## src/rtl/arl_pkg.sv

```systemverilog
package arl_pkg;

  localparam int TICK_W = 16;

  typedef logic [TICK_W-1:0] tick_t;

  // Elapsed-cycle increment that holds at the top value instead of wrapping.
  function automatic tick_t sat_inc(input tick_t v);
    return (v == '1) ? v : v + tick_t'(1);
  endfunction

endpackage

```

## src/rtl/arl_rank_window.sv

```systemverilog
// Rolling activate window for one rank: a shift history of elapsed-cycle
// counters, newest in slot 0. Slot k holds the age of the (k+1)-th most
// recent activate.
module arl_rank_window
  import arl_pkg::*;
#(
  parameter int DEPTH = 4,
  parameter int LIM_W = 3
) (
  input  logic             clk,
  input  logic             rst_n,
  input  logic             act_en,
  input  tick_t            cfg_txaw,
  input  logic [LIM_W-1:0] cfg_limit,
  output logic             win_ok
);

  logic [DEPTH-1:0] vld_q;
  logic [DEPTH-1:0] vld_d;
  logic [DEPTH-1:0] slot_en;
  tick_t            age_q [DEPTH];
  tick_t            age_d [DEPTH];

  logic [LIM_W-1:0] eff_lim;
  logic             sel_vld;
  tick_t            sel_age;

  for (genvar g = 0; g < DEPTH; g++) begin : g_slot
    if (g == 0) begin : g_head
      always_comb begin
        if (act_en) begin
          vld_d[g] = 1'b1;
          age_d[g] = tick_t'(1);
        end else begin
          vld_d[g] = vld_q[g];
          age_d[g] = sat_inc(age_q[g]);
        end
      end
    end else begin : g_tail
      always_comb begin
        if (act_en) begin
          vld_d[g] = vld_q[g-1];
          age_d[g] = sat_inc(age_q[g-1]);
        end else begin
          vld_d[g] = vld_q[g];
          age_d[g] = sat_inc(age_q[g]);
        end
      end
    end

    assign slot_en[g] = act_en | vld_q[g];

    always_ff @(posedge clk or negedge rst_n) begin
      if (!rst_n) begin
        vld_q[g] <= 1'b0;
        age_q[g] <= '0;
      end else if (slot_en[g]) begin
        vld_q[g] <= vld_d[g];
        age_q[g] <= age_d[g];
      end
    end
  end

  // Limits beyond the history depth behave as the full depth.
  assign eff_lim = (cfg_limit > LIM_W'(DEPTH)) ? LIM_W'(DEPTH) : cfg_limit;

  always_comb begin
    sel_vld = 1'b0;
    sel_age = '0;
    for (int i = 0; i < DEPTH; i++) begin
      if (LIM_W'(i + 1) == eff_lim) begin
        sel_vld = vld_q[i];
        sel_age = age_q[i];
      end
    end
  end

  assign win_ok = (eff_lim == '0) || !sel_vld || (sel_age >= cfg_txaw);

endmodule

```

## src/rtl/arl_bank_gap.sv

```systemverilog
// Earliest-activate counter for one bank: counts down the cycles left
// before another activate may be issued, and is kept apart from busy state.
module arl_bank_gap
  import arl_pkg::*;
(
  input  logic  clk,
  input  logic  rst_n,
  input  logic  load,
  input  tick_t load_val,
  output logic  ready
);

  tick_t cnt_q;
  tick_t cnt_d;
  logic  cnt_en;

  always_comb begin
    cnt_en = load | (cnt_q != '0);
    cnt_d  = load ? load_val : (cnt_q - tick_t'(1));
  end

  always_ff @(posedge clk or negedge rst_n) begin
    if (!rst_n) begin
      cnt_q <= '0;
    end else if (cnt_en) begin
      cnt_q <= cnt_d;
    end
  end

  assign ready = (cnt_q == '0);

endmodule

```

## src/rtl/act_rate_limiter.sv

```systemverilog
module act_rate_limiter
  import arl_pkg::*;
#(
  parameter int NUM_RANKS = 2,
  parameter int NUM_BANKS = 8,
  parameter int WIN_DEPTH = 4,
  parameter int LIM_W     = 3
) (
  input  logic                         clk,
  input  logic                         rst_n,
  input  logic [TICK_W-1:0]            cfg_txaw,
  input  logic [TICK_W-1:0]            cfg_trrd,
  input  logic [LIM_W-1:0]             cfg_act_limit,
  input  logic                         act_valid,
  input  logic [$clog2(NUM_RANKS)-1:0] act_rank,
  input  logic [$clog2(NUM_BANKS)-1:0] act_bank,
  input  logic [$clog2(NUM_RANKS)-1:0] qry_rank,
  input  logic [$clog2(NUM_BANKS)-1:0] qry_bank,
  output logic                         qry_allowed,
  output logic                         err_early_act
);

  localparam int RANK_W = $clog2(NUM_RANKS);
  localparam int BANK_W = $clog2(NUM_BANKS);

  logic [NUM_RANKS-1:0] rank_act;
  logic [NUM_RANKS-1:0] win_ok;
  logic [NUM_BANKS-1:0] bank_rdy [NUM_RANKS];
  tick_t                gap_load;

  logic act_ok;
  logic qry_win_ok;
  logic err_d;
  logic err_en;

  // The gap counter reads zero once cfg_trrd cycles have passed.
  assign gap_load = (cfg_trrd == '0) ? '0 : (cfg_trrd - tick_t'(1));

  for (genvar r = 0; r < NUM_RANKS; r++) begin : g_rank
    assign rank_act[r] = act_valid && (act_rank == RANK_W'(r));

    arl_rank_window #(
      .DEPTH (WIN_DEPTH),
      .LIM_W (LIM_W)
    ) u_win (
      .clk       (clk),
      .rst_n     (rst_n),
      .act_en    (rank_act[r]),
      .cfg_txaw  (cfg_txaw),
      .cfg_limit (cfg_act_limit),
      .win_ok    (win_ok[r])
    );

    for (genvar b = 0; b < NUM_BANKS; b++) begin : g_bank
      arl_bank_gap u_gap (
        .clk      (clk),
        .rst_n    (rst_n),
        .load     (rank_act[r]),
        .load_val (gap_load),
        .ready    (bank_rdy[r][b])
      );
    end
  end

  assign act_ok      = bank_rdy[act_rank][act_bank] && win_ok[act_rank];
  assign qry_win_ok  = win_ok[qry_rank];
  assign qry_allowed = bank_rdy[qry_rank][qry_bank] && qry_win_ok;

  // Sticky record of an activate issued against the pacing rules.
  always_comb begin
    err_en = act_valid && !act_ok;
    err_d  = 1'b1;
  end

  always_ff @(posedge clk or negedge rst_n) begin
    if (!rst_n) begin
      err_early_act <= 1'b0;
    end else if (err_en) begin
      err_early_act <= err_d;
    end
  end

endmodule

```

## config.mk

```make
export PLATFORM = sky130hd
export DESIGN_NAME = act_rate_limiter
export DESIGN_NICKNAME = d
export VERILOG_FILES = /design/src/rtl/arl_pkg.sv /design/src/rtl/arl_rank_window.sv /design/src/rtl/arl_bank_gap.sv /design/src/rtl/act_rate_limiter.sv
export SDC_FILE = /design/constraint.sdc
export NUM_CORES = 1
export LEC_CHECK = 0
export ABC_AREA = 1
export CAP_MARGIN = 15
export CORE_UTILIZATION = 59
export DETAILED_ROUTE_END_ITERATION = 16
export DONT_BUFFER_PORTS = 1
export PLACE_DENSITY = 0.87
export SLEW_MARGIN = 20
export SYNTH_ARGS = -nofsm -noshare
export SYNTH_HDL_FRONTEND = slang
export SYNTH_SLANG_ARGS = --single-unit
```

## constraint.sdc

```tcl
create_clock -name clk -period 3 [get_ports clk]
set_input_delay 0.45 -clock clk [delete_from_list [all_inputs] [get_ports clk]]
set_output_delay 0.45 -clock clk [all_outputs]
set_load 0.01 [all_outputs]
```

==> Yosys cells after proc, flatten, opt, wreduce, memory -nomap -nowiden <==
Index checks and enable logic that the tools add are counted.
{ "totals": {"register_bits": 393, "inputBits": 46, "output_inout_bits": 2, "wordCells": 228} }
{ "classes": {"addsub": 25, "order_cmp": 9, "n_eq_ne": 14, "n_mux": 64, "n_bitwise": 27, "reduce_logical": 56} }
{ "ops": {"columns": ["op", "n"], "rows": [
  ["$mux W16", 41],
  ["$logic_not A16 Y1", 17],
  ["$sub A16 B1 Y16 const B", 17],
  ["$reduce_bool A16 Y1", 16],
  ["$add A16 B1 Y16 const B", 8],
  ["$eq A16 B16 Y1 const B", 8],
  ["$mux W8", 6],
  ["$ge A16 B16 Y1", 2],
  ["$or A1 B1 Y1", 24],
  ["$reduce_and A2 Y1", 10],
  ["$mux W1", 14],
  ["$lt A3 B4 Y1 const B", 2],
  ["$bmux W1 S3", 2],
  ["$eq A2 B3 Y1 const A", 2],
  ["$logic_and A1 B1 Y1", 5],
  ["$ge A2 B2 Y1 const B", 2],
  ["$logic_or A1 B1 Y1", 4],
  ["$lt A1 B2 Y1 const B", 2],
  ["$ne A2 B1 Y1 const B", 2],
  ["$not A1 Y2", 2],
  ["$eq A1 B3 Y1 const A", 1],
  ["$eq A3 B3 Y1 const A", 1],
  ["$gt A3 B3 Y1 const B", 1],
  ["$logic_not A1 Y1", 3],
  ["3 further kinds", 3]
]} }

==> Longest topological paths before layout <==
{ "logic_depth": {"ltp_word": 15, "ltp_mapped": 21} }

==> By module <==
Synthesis repeated with hierarchy kept, for this count alone.
{ "hier_totals": {"cells_unflattened": 4586, "hier_area_um2": 30888.4} }
{ "by_module_without_submodules": {"columns": ["module", "n_inst", "cells_per_inst", "area_each_um2"], "rows": [
  ["arl_bank_gap", 16, 167, 1184.9],
  ["arl_rank_window", 2, 871, 5525.3],
  ["act_rate_limiter", 1, 172, 879.6]
]} }

==> Least setup slack after synthesis <==
OpenSTA, ideal clock, no wires.
{ "synth_timing": {"path_type": "input to output", "start": "input port cfg_act_limit[2]", "end": "output port qry_allowed", "t_arrival_ns": 2.630, "setup_slack_ns": -0.080, "path_stages": 14, "cell_sequence": "buf_2 inv_1 nand3_1 clkbuf_1 o22ai_1 a21oi_1 o21ai_0 ha_1 nand2_1 nor4_1 nand3_1 nand4_1 nand2_1 a21oi_1"} }
{ "synth_between": {"elab_chain_cells": 13} }
{ "synth_rtl": {"columns": ["item", "line", "text"], "rows": [
  ["start, declared", "act_rate_limiter.sv:13", "input logic [LIM_W-1:0] cfg_act_limit,"],
  ["$gt A3 B3 Y1", "arl_rank_window.sv:65", "assign eff_lim = (cfg_limit > LIM_W'(DEPTH)) ? LIM_W'(DEPTH) : cfg_limit;"],
  ["$mux W3 (*)", "arl_rank_window.sv:65", null],
  ["branches (longest 8 deep; another with $ge A16 B16 Y1)", null, null],
  ["$mux W1 (implied by the code) (*) (2 in a row)", "act_rate_limiter.sv:66", "assign qry_win_ok = win_ok[qry_rank];"],
  ["$logic_and A1 B1 Y1 (*)", "act_rate_limiter.sv:67", "assign qry_allowed = bank_rdy[qry_rank][qry_bank] && qry_win_ok;"],
  ["end, declared", "act_rate_limiter.sv:19", "output logic qry_allowed,"]
]} }
Mark *: on every way between the ends. The select of a mux whose other input is x is not followed.

==> Worst setup path after layout <==
{ "layout_timing": {"start": "register g_rank[1].u_win.age_q[43] (netlist bit)", "end": "output port qry_allowed"} }
{ "layout_between": {"elab_chain_cells": 8} }
{ "layout_rtl": {"columns": ["item", "line", "text"], "rows": [
  ["start, declared", "arl_rank_window.sv:21", "tick_t age_q [DEPTH];"],
  ["start signal, assigned by index", "arl_rank_window.sv:59", "age_q[g] <= age_d[g];"],
  ["$mux W16 (3 in a row)", "arl_rank_window.sv:71", "if (LIM_W'(i + 1) == eff_lim) begin"],
  ["$ge A16 B16 Y1", "arl_rank_window.sv:78", "assign win_ok = (eff_lim == '0) || !sel_vld || (sel_age >= cfg_txaw);"],
  ["$logic_or A1 B1 Y1", "arl_rank_window.sv:78", null],
  ["$mux W1 (implied by the code) (2 in a row)", "act_rate_limiter.sv:66", null],
  ["$logic_and A1 B1 Y1", "act_rate_limiter.sv:67", null]
]} }
No other way between the ends. The select of a mux whose other input is x is not followed.

==> reports/results.tsv <==
metric	value	unit
diodes inserted	0	
vias in the first global route	23966	
Clock Latency Late Sink	0.59	ns
top post-synthesis cells by area	dfrtp_1, nand2_1, nor2_1	
Hold Violations, Final	393	
via/cell ratio	5.952	
Reg-to-Reg Start	g_rank[1].u_win.age_q[43]	
Hold WS	-0.4287	ns
die height	211.6	um
Setup violations, final	2	
Internal	11.99	mW
Tcrit/Tclk final	1.148	
Peak Freq	290.4	MHz
Synth Flop Type	dfrtp_1	
Max Root-Sink Buffers	3	
initial antenna violation count	0	
PortBufs	0	
Clock Power Share	0.295	
Pins Over Slew Limit	178	
RePlAce Congestion	1.006	
worst min path class	in2async	
slowest cell delay on critical path	0.40	ns
synth-to-layout area growth	11.55	%
Die Area	44780	sq um
crit-path leading delay family	compound AO/OA/AOI/OAI gates	
Worst-path clk slew	0.07	ns
YS warnings	0	
FF-to-FF End	err_early_act	
power density over the cells	656.2	nW/um^2
WL per Instance	17.72	um
WS Path Type	reg2out	
share of power burned in registers	0.405	
CTS buffer count	43	
DRC viols	0	
CORE AREA	43170	sq um
pre-CTS WS	-0.3808	ns
CTS sink count	393	
Post-Syn Area	25920	sq um
Logic pwr share	0.300	
layout cells sized above 1	0.1070	
DP HPWL	50770	um
Cells after Synth	3624	
Via Count	25675	
Initial Util	0.6005	
syn avg cell area	7.153	sq um
Critical Path Source Type	flop	
Layout Nets	3798	
leakage power	13.75	nW
critical path peak fanout	2	
R2R cell count	20	
FFs w/ async S/R, synth	1.000	
sequential-to-total area share from yosys stat	0.3794	
Worst Path Arrival	2.99	ns
H-tree Lvls	2	
post-layout util	0.6698	
outcome	finished, violations left	
failing checks	negative hold slack, max-slew violations, negative setup slack	
wirelength, routed	76460	um
CP max stage cell	dfrtp_1	
number of synthesized flops with an enable pin	0	
Yosys top cell area share	0.3794	
net switching power	6.988	mW
Layout Skew	0.01730	ns
actual slew at the worst max-slew pin	1.777	ns
max-cap viol count	0	
post-route setup slack	-0.4434	ns
CTS Root Cell	clkbuf_16	
Antenna Nets Post-Route	0	
Net Sw Frac	0.3683	
first-pass GRT wire length	120700	um
data required time of the critical path	2.55	ns
Worst Setup SP	g_rank[1].u_win.age_q[43]	
final setup TNS	-0.6454	ns
CP Capture Type	output port	
unrepaired setup endpoints after global routing	true	
CP Cell Sequence	inv_2 > o22ai_2 > a221o_1 > ha_4 > nand2_4 > nor4_4 > buf_4 > a21oi_2 > nand4_1 > nand2_2 > a21oi_4 > buf_6	
die width	211.6	um
syn_nets	3727	
synthesized flop and latch total	393	
Yosys cell types	56	
dominant cell type by area after synthesis	dfrtp_1	
Top Ports	48	
DRT iter0 DRCs	3448	
global router's overall resource usage	0.3380	
std cell rows	76	
Congestion Overflow GR	0	
Buf+Inv Stages, Crit Path	3	
Slew Limit Headroom	-0.1847	
final period demand of the worst path	3.443	ns
pin count of the biggest net entering global routing	394	
R2R Setup Slk	-0.20	ns
CTS tree	done	
drt pass-1 iters	6	
Worst VDD drop	0.5949	mV
[cells by family after synthesis]
logic type | Yosys count | share of synthesized area
flip-flops | 393 | 0.3794
AO/OA/AOI/OAI | 716 | 0.1523
AND/OR/NAND/NOR | 1715 | 0.2920
XOR/XNOR | 193 | 0.06521
adder cells (fa/ha/maj) | 57 | 0.02751
buffers and inverters | 550 | 0.08355
[power groups by stage]
stage          clock network [mW]  logic [mW]  registers, mW
6_report                     5.60        5.70           7.68
5_1_grt                      5.83        6.43           7.81
4_1_cts                      5.62        5.55           7.63
3_5_place_dp                    0        5.31           7.69
3_3_place_gp                    0        5.12           7.65
2_1_floorplan                   0        4.29           7.40
[worst max-delay path by stage]
stage,depth (start not counted),slack (ns),to
detailed placement,17,-0.38,qry_allowed
global placement,18,-0.35,qry_allowed
floorplan,17,0.01,qry_allowed
CTS,15,-0.19,qry_allowed
global route,12,-0.46,qry_allowed
finish,12,-0.44,qry_allowed
[state kept, by name (all words and copies together), names as in the netlist]
name	cells
err_early_act	1
g_rank.g_bank.u_gap.cnt_q	256
g_rank.u_win.vld_q	8
g_rank.u_win.age_q	128
[routing by layer]
layer	up-vias	track usage	part of all wire
met5	-	0	0
met4	0	0.1739	0.051
met3	267	0.07121	0.098
met2	1317	0.5388	0.45
met1	11997	0.4341	0.40
li1	12094	-	-
[cells in the mapped netlist, drive strengths merged (5+ instances only)]
| master | n |
|---|---|
| xnor2 | 25 |
| o21a | 6 |
| o211ai | 25 |
| o31ai | 5 |
| clkbuf | 46 |
| or2 | 19 |
| nor2 | 475 |
| o21ai | 236 |
| nand4 | 60 |
| a21boi | 5 |
| buf | 50 |
| a211oi | 8 |
| o22ai | 24 |
| dfrtp | 393 |
| nor4 | 26 |
| nand2 | 788 |
| xor2 | 168 |
| nand3 | 242 |
| a22oi | 24 |
| nand3b | 7 |
| nor3 | 91 |
| a31oi | 6 |
| ha | 57 |
| a21oi | 337 |
| inv | 452 |
| o221ai | 28 |
[through the flow]
stage | instances | cell area (sq um) | power [mW] | hold slack (ns)
final | 4314 | 28920 | 18.97 | -0.4287
after global routing | 4314 | 28920 | 20.06 | -0.4389
after CTS | 4308 | 28760 | 18.79 | -0.4431
after detailed placement | 4173 | 26750 | 13.00 | 0.1673
after global placement | 4173 | 26750 | 12.77 | 0.1694
after floorplan | 3624 | 25930 | 11.69 | 0.1544
[layout make-up]
type                       count  area (sq um)
fill                        3524         14260
multi-input combinational   2681         14120
sequential                   393          9839
inverter                     454          1713
clock buffer                  65          1269
timing repair buffer         122          1041
tap                          585         732.0
clock inverter                14         196.4
[placed cells by master (no fill, tap or decap), types with 30 or more instances in the layout]
cell type / synthesis / final
ha_1: 57 / 55
dfrtp_1: 393 / 389
inv_2: 16 / 66
nor3_1: 70 / 69
o21ai_0: 223 / 205
nand3_1: 232 / 228
nor2_1: 453 / 449
buf_4: 11 / 105
clkbuf_16: 0 / 43
a21oi_1: 336 / 329
o21ai_1: 13 / 30
nand2_1: 768 / 760
inv_1: 436 / 382
nand4_1: 57 / 57
xor2_1: 168 / 168
[timing repair]
action	in CTS	in global routing
endpoints found under the hold margin	393	393
pin swaps	28	21
buffers inserted	56	8
endpoints found under the setup margin	1	2
gates resized for setup	89	36
cloned	0	0
No activity file was read; power rests on OpenSTA's default activity.
